File: config.mk
export PLATFORM = sky130hd
export DESIGN_NAME = shift_flag_unit
export DESIGN_NICKNAME = d
export VERILOG_FILES = /design/src/rtl/shf_pkg.sv /design/src/rtl/shf_datapath.sv /design/src/rtl/shf_flagsel.sv /design/src/rtl/shift_flag_unit.sv
export SDC_FILE = /design/constraint.sdc
export NUM_CORES = 1
export LEC_CHECK = 0
export BUFFER_PORTS_ARGS = -buffer_cell sky130_fd_sc_hd__buf_2
export CORE_ASPECT_RATIO = 0.8
export CORE_MARGIN = 2
export CORE_UTILIZATION = 60
export CTS_CLUSTER_DIAMETER = 150
export DETAILED_ROUTE_END_ITERATION = 16
export PLACE_DENSITY_LB_ADDON = 0.12
export SLEW_MARGIN = 20
export SYNTH_ARGS = -nofsm -noshare
export SYNTH_HDL_FRONTEND = slang
export SYNTH_HIERARCHICAL = 1
export SYNTH_SLANG_ARGS = --single-unit
export TNS_END_PERCENT = 20
File: constraint.sdc
create_clock -name clk -period 6.3 [get_ports clk]
set_input_delay 1.26 -clock clk [delete_from_list [all_inputs] [get_ports clk]]
set_output_delay 1.26 -clock clk [all_outputs]
set_load 0.05 [all_outputs]
File: src/rtl/shf_pkg.sv
package shf_pkg;
  typedef enum logic [1:0] {
    SK_LSL = 2'd0,
    SK_ASL = 2'd1,
    SK_LSR = 2'd2,
    SK_ASR = 2'd3
  } shift_kind_e;

  function automatic logic kind_is_left(input logic [1:0] k);
    return (k == SK_LSL) || (k == SK_ASL);
  endfunction
endpackage

File: src/rtl/shf_datapath.sv
module shf_datapath #(
  parameter int DATA_W = 32,
  parameter int CNT_W  = $clog2(DATA_W),
  parameter int IDX_W  = $clog2(DATA_W) + 1
) (
  input  logic [DATA_W-1:0] opnd,
  input  logic [1:0]        kind,
  input  logic [1:0]        size,
  input  logic [CNT_W-1:0]  cnt,
  output logic [DATA_W-1:0] result,
  output logic              carry,
  output logic              old_msb,
  output logic              new_msb
);
  import shf_pkg::*;

  localparam int W2 = 2 * DATA_W;

  logic [IDX_W-1:0]  width;
  logic [IDX_W-1:0]  top_idx;
  logic [DATA_W-1:0] mask;
  logic [DATA_W-1:0] opm;
  logic [W2-1:0]     left_w;
  logic [W2-1:0]     ext;
  logic [W2:0]       right_w;

  always_comb begin
    case (size)
      2'd0:    width = IDX_W'(8);
      2'd1:    width = IDX_W'(16);
      default: width = IDX_W'(DATA_W);
    endcase
    top_idx = width - IDX_W'(1);
    mask    = DATA_W'((W2'(1) << width) - W2'(1));
    opm     = opnd & mask;
    old_msb = opm[top_idx];

    left_w  = W2'(opm) << cnt;

    if (kind == SK_ASR && old_msb) ext = ~W2'(mask) | W2'(opm);
    else                           ext = W2'(opm);
    right_w = {ext, 1'b0} >> cnt;

    if (kind_is_left(kind)) begin
      result = left_w[DATA_W-1:0] & mask;
      carry  = left_w[width];
    end else begin
      result = right_w[DATA_W:1] & mask;
      carry  = right_w[0];
    end
    new_msb = result[top_idx];
  end
endmodule

File: src/rtl/shf_flagsel.sv
module shf_flagsel #(
  parameter int CNT_W = 5
) (
  input  logic [CNT_W-1:0] cnt,
  input  logic             carry,
  input  logic             old_msb,
  input  logic             new_msb,
  input  logic             cf_in,
  input  logic             of_in,
  output logic             cf_out,
  output logic             of_out,
  output logic             cf_upd,
  output logic             of_upd
);
  logic is_zero, is_one;

  always_comb begin
    is_zero = (cnt == '0);
    is_one  = (cnt == CNT_W'(1));
    cf_upd  = !is_zero;
    of_upd  = is_one;
    cf_out  = is_zero ? cf_in : carry;
    of_out  = is_one ? (old_msb ^ new_msb) : of_in;
  end

  always_comb begin
    assert_of_needs_cf_R9: assert (!of_upd || cf_upd);
  end
endmodule

File: src/rtl/shift_flag_unit.sv
module shift_flag_unit #(
  parameter int DATA_W   = 32,
  parameter int CNT_IN_W = 8
) (
  input  logic                clk,
  input  logic                rst_n,
  input  logic                in_valid,
  output logic                in_ready,
  input  logic [DATA_W-1:0]   in_data,
  input  logic [1:0]          in_kind,
  input  logic [1:0]          in_size,
  input  logic [CNT_IN_W-1:0] in_count,
  input  logic                in_cf,
  input  logic                in_of,
  output logic                out_valid,
  input  logic                out_ready,
  output logic [DATA_W-1:0]   out_data,
  output logic                out_cf,
  output logic                out_of,
  output logic                out_cf_upd,
  output logic                out_of_upd
);
  import shf_pkg::*;

  localparam int CNT_W = $clog2(DATA_W);

  logic [CNT_W-1:0]  cnt_m;
  logic [DATA_W-1:0] res_c;
  logic              carry_c, old_msb_c, new_msb_c;
  logic              cf_c, of_c, cfu_c, ofu_c;
  logic              accept;

  assign cnt_m    = in_count[CNT_W-1:0];
  assign in_ready = !out_valid || out_ready;
  assign accept   = in_valid && in_ready;

  shf_datapath #(.DATA_W(DATA_W), .CNT_W(CNT_W)) u_dp (
    .opnd    (in_data),
    .kind    (in_kind),
    .size    (in_size),
    .cnt     (cnt_m),
    .result  (res_c),
    .carry   (carry_c),
    .old_msb (old_msb_c),
    .new_msb (new_msb_c)
  );

  shf_flagsel #(.CNT_W(CNT_W)) u_fl (
    .cnt     (cnt_m),
    .carry   (carry_c),
    .old_msb (old_msb_c),
    .new_msb (new_msb_c),
    .cf_in   (in_cf),
    .of_in   (in_of),
    .cf_out  (cf_c),
    .of_out  (of_c),
    .cf_upd  (cfu_c),
    .of_upd  (ofu_c)
  );

  always_ff @(posedge clk) begin
    if (!rst_n) begin
      out_valid  <= 1'b0;
      out_data   <= '0;
      out_cf     <= 1'b0;
      out_of     <= 1'b0;
      out_cf_upd <= 1'b0;
      out_of_upd <= 1'b0;
    end else begin
      if (in_ready) out_valid <= in_valid;
      if (accept) begin
        out_data   <= res_c;
        out_cf     <= cf_c;
        out_of     <= of_c;
        out_cf_upd <= cfu_c;
        out_of_upd <= ofu_c;
      end
    end
  end

  assert_accept_R1: assert property (@(posedge clk) disable iff (!rst_n)
    accept |=> out_valid);

  assert_hold_R2: assert property (@(posedge clk) disable iff (!rst_n)
    (out_valid && !out_ready) |=> (out_valid && $stable(out_data) && $stable(out_cf)
                                   && $stable(out_of) && $stable(out_cf_upd)
                                   && $stable(out_of_upd)));

  assert_zero_count_R10: assert property (@(posedge clk) disable iff (!rst_n)
    (accept && in_count[CNT_W-1:0] == '0) |=>
      (!out_cf_upd && !out_of_upd && out_cf == $past(in_cf) && out_of == $past(in_of)));

  assert_multi_bit_R11: assert property (@(posedge clk) disable iff (!rst_n)
    (accept && in_count[CNT_W-1:0] > CNT_W'(1)) |=>
      (out_cf_upd && !out_of_upd && out_of == $past(in_of)));

  assert_asr_single_R9: assert property (@(posedge clk) disable iff (!rst_n)
    (accept && in_kind == SK_ASR && in_count[CNT_W-1:0] == CNT_W'(1)) |=>
      (out_of_upd && !out_of));
endmodule

==> flow_metrics.tcl <==
set metrics [dict create \
    status "completed" \
    cp-start-kind "primary input" \
    max_freq_ghz 0.183 \
    hold_viol 0 \
    antenna_found_initial 1 \
    cts.path.max_buffers 2 \
    fin_skew_ns 0.00192 \
    setup_tns_ns 0 \
    preCtsSetupSlack_ns 0.797 \
    drive_gt1_share_pct 16.9 \
    synth-seq-cells 37 \
    drtAntennaViolNets 0 \
    grt-ovfl-total 0 \
    rows 32 \
    finalCritPeriodShare_pct 86.9 \
    clock_latency_ns 0.28 \
    dp.final_hpwl_um 17600 \
    critPathMaxFanout 21 \
    drc 0 \
    initial_core_util_pct 61.5 \
    min_path_type "reg -> reg" \
    cts.sinks 37 \
    synth.cell_area_um2 5910 \
    worst_slack_ns 0.825 \
    power.density_nw_per_um2 171 \
    worst_pin_slew_ns 0.848 \
    cts-hold-fix-buffers 0 \
    drv_cap 0 \
    vias_per_cell 7.18 \
    io_pins 88 \
    postSynthAreaPerCell_um2 6.77 \
    yosysWarnings 6 \
    synth-edff-count 0 \
    dieWidth_um 115 \
    die-area_um2 10700 \
    p_leak_nw 2.68 \
    slew_violations 0 \
    cts_tree "done" \
    peakVddDrop_uv 129 \
    grt_max_degree 74 \
    cp.arrival_ns 5.69 \
    syn-num-nets 926 \
    multi_input_area_um2 4690 \
    synth_seq_area_share_pct 12.5 \
    max-slew-margin-rel_pct 43.2 \
    drt_first_pass_iters 7 \
    numPortBuffers 84 \
    crit_path_end_kind "flip-flop" \
    dieHeight_um 92.7 \
    place_congestion 1.08 \
    vias 7336 \
    post_cts_resized 0 \
    htreeDepth 2 \
    design.core.area_um2 9610 \
    cts_buffers 5 \
    fillers 877 \
    grt_pass1_vias 6739 \
    grt_pass1_wl_um 36700 \
    period_minus_slack_ns 5.48 \
    seqCellArea_um2 741 \
    clk_pin_slew_ns 0.06 \
    crit_type "in -> reg" \
    ys.flop_type "dfxtp_1" \
    async_flop_share_pct 0 \
    root_buffer "clkbuf_16" \
    netlist-cell-type-count 78 \
    wl_um 23400 \
    gr-usage-all-layers_pct 44.2 \
    finalNetCount 954 \
    post-cts-setup-buffers 0 \
    routedWlPerCell_um 22.9 \
    area_growth_pct 7.27 \
    critPathRequiredTime_ns 6.52 \
    initialDrtViolationCount 1476 \
    rsz0062_at_grt "false" \
    setup_viol_count_final 0 \
    synth_cells 873 \
]
worst paths after layout:
path,startpoint,to,slack [ns],cells past startpoint
worst max-delay path,in_size[0],out_of,0.82,17
worst min-delay path,out_data[19],out_data[19],0.45,2
worst max register to register,out_valid,out_data[30],5.00,3
worst min register to register,out_data[19],out_data[19],0.45,2
final cells by class:
| cell class | instances | area share (%) |
|---|---|---|
| timing repair buffer | 101 | 8.69 |
| clock buffer | 6 | 2.03 |
| clock inverter | 2 | 0.158 |
| tap | 119 | 2.35 |
| antenna | 1 | 0.0395 |
| sequential | 37 | 11.7 |
| inverter | 16 | 0.948 |
| multi-input combinational | 740 | 74.1 |
cell usage in the layout (no fill, tap or decap), drive strengths merged, types with 8 or more instances in the layout:
master | synthesis | layout
a31oi | 12 | 12
o211ai | 13 | 13
mux2 | 22 | 22
o21ai | 59 | 59
inv | 11 | 11
nand3 | 24 | 24
buf | 30 | 101
dfxtp | 37 | 37
a21oi | 63 | 63
nor2 | 75 | 75
mux2i | 83 | 83
a221oi | 8 | 8
a21o | 9 | 9
nand2b | 14 | 14
nor3 | 20 | 20
nand2 | 176 | 176
and2 | 10 | 10
o31ai | 8 | 8
a211oi | 22 | 22
nor2b | 12 | 12
cells in the mapped netlist (all sizes together), types with 5 or more instances:
master,n,area (um^2)
o22ai,7,43.8
a21o,9,67.6
inv,11,41.3
clkbuf,50,188
nor3,20,105
a211o,5,43.8
o31ai,8,60.1
a22oi,7,52.6
nand2,176,661
a221oi,8,70.1
nor2,75,300
nand3,24,120
a31oi,12,75.1
mux2i,83,831
nand2b,14,97.6
a211oi,22,170
and2,10,65.1
nor2b,12,75.1
o21ai,59,295
clkinv,5,18.8
buf,30,224
mux2,22,251
a21boi,7,52.6
a21oi,63,330
dfxtp,37,741
mux4,7,158
o211ai,13,97.6
worst max-delay path, cell delays in order:
cell,delay (ns)
buf_2,0.17
nor2_8,0.33
clkinv_1,0.42
ha_1,0.45
buf_4,0.26
clkinv_1,0.35
nor2_1,0.36
a211oi_1,0.14
a31oi_1,0.66
a221o_1,0.31
a221oi_1,0.10
nand3b_1,0.21
a32oi_1,0.21
xnor2_1,0.11
a21oi_1,0.15
nand2_1,0.06
mux2i_1,0.13
cell families after synthesis:
family | synth area share, %
and+or+nand+nor | 26.8
AOI/OAI and AO/OA | 30.9
muxes | 21.0
buffers and inverters | 7.99
DFF | 12.5
adders and majority gates | 0.636
xor gates and xnor gates | 0.148
layer usage:
layer / up-vias / part of all wire (%) / track usage, %
met5: - / 0 / 0
met4: 0 / 6.5 / 19.0
met3: 155 / 16 / 17.1
met2: 637 / 38 / 62.6
met1: 3301 / 39 / 59.1
li1: 3243 / - / -
sequential cells by signal, indices dropped and copies added, names as in the netlist:
signal,count
out_valid,1
out_cf,1
out_data,32
out_of_upd,1
out_of,1
out_cf_upd,1
power breakdown:
part	internal (mW)	total (mW)	leakage (nW)	switching [mW]
Combinational	0.186	0.583	2.31	0.398
Sequential	0.247	0.254	0.302	0.00701
Clock	0.145	0.244	0.0706	0.0984
Total	0.578	1.08	2.68	0.503
per-stage QoR:
| stage | hold WS, ns | area [um^2] | total power [mW] | util [%] | cells |
|---|---|---|---|---|---|
| floorplan | 0.670 | 5910 | 0.663 | - | 873 |
| global placement | 0.439 | 6190 | 0.805 | 64.4 | 1013 |
| detailed placement | 0.445 | 6190 | 0.810 | 64.4 | 1013 |
| CTS | 0.456 | 6330 | 1.05 | 65.9 | 1021 |
| global route | 0.466 | 6330 | 1.13 | 65.9 | 1021 |
| finish | 0.455 | 6340 | 1.08 | 65.9 | 1022 |
No activity file was read; power rests on OpenSTA's default activity.
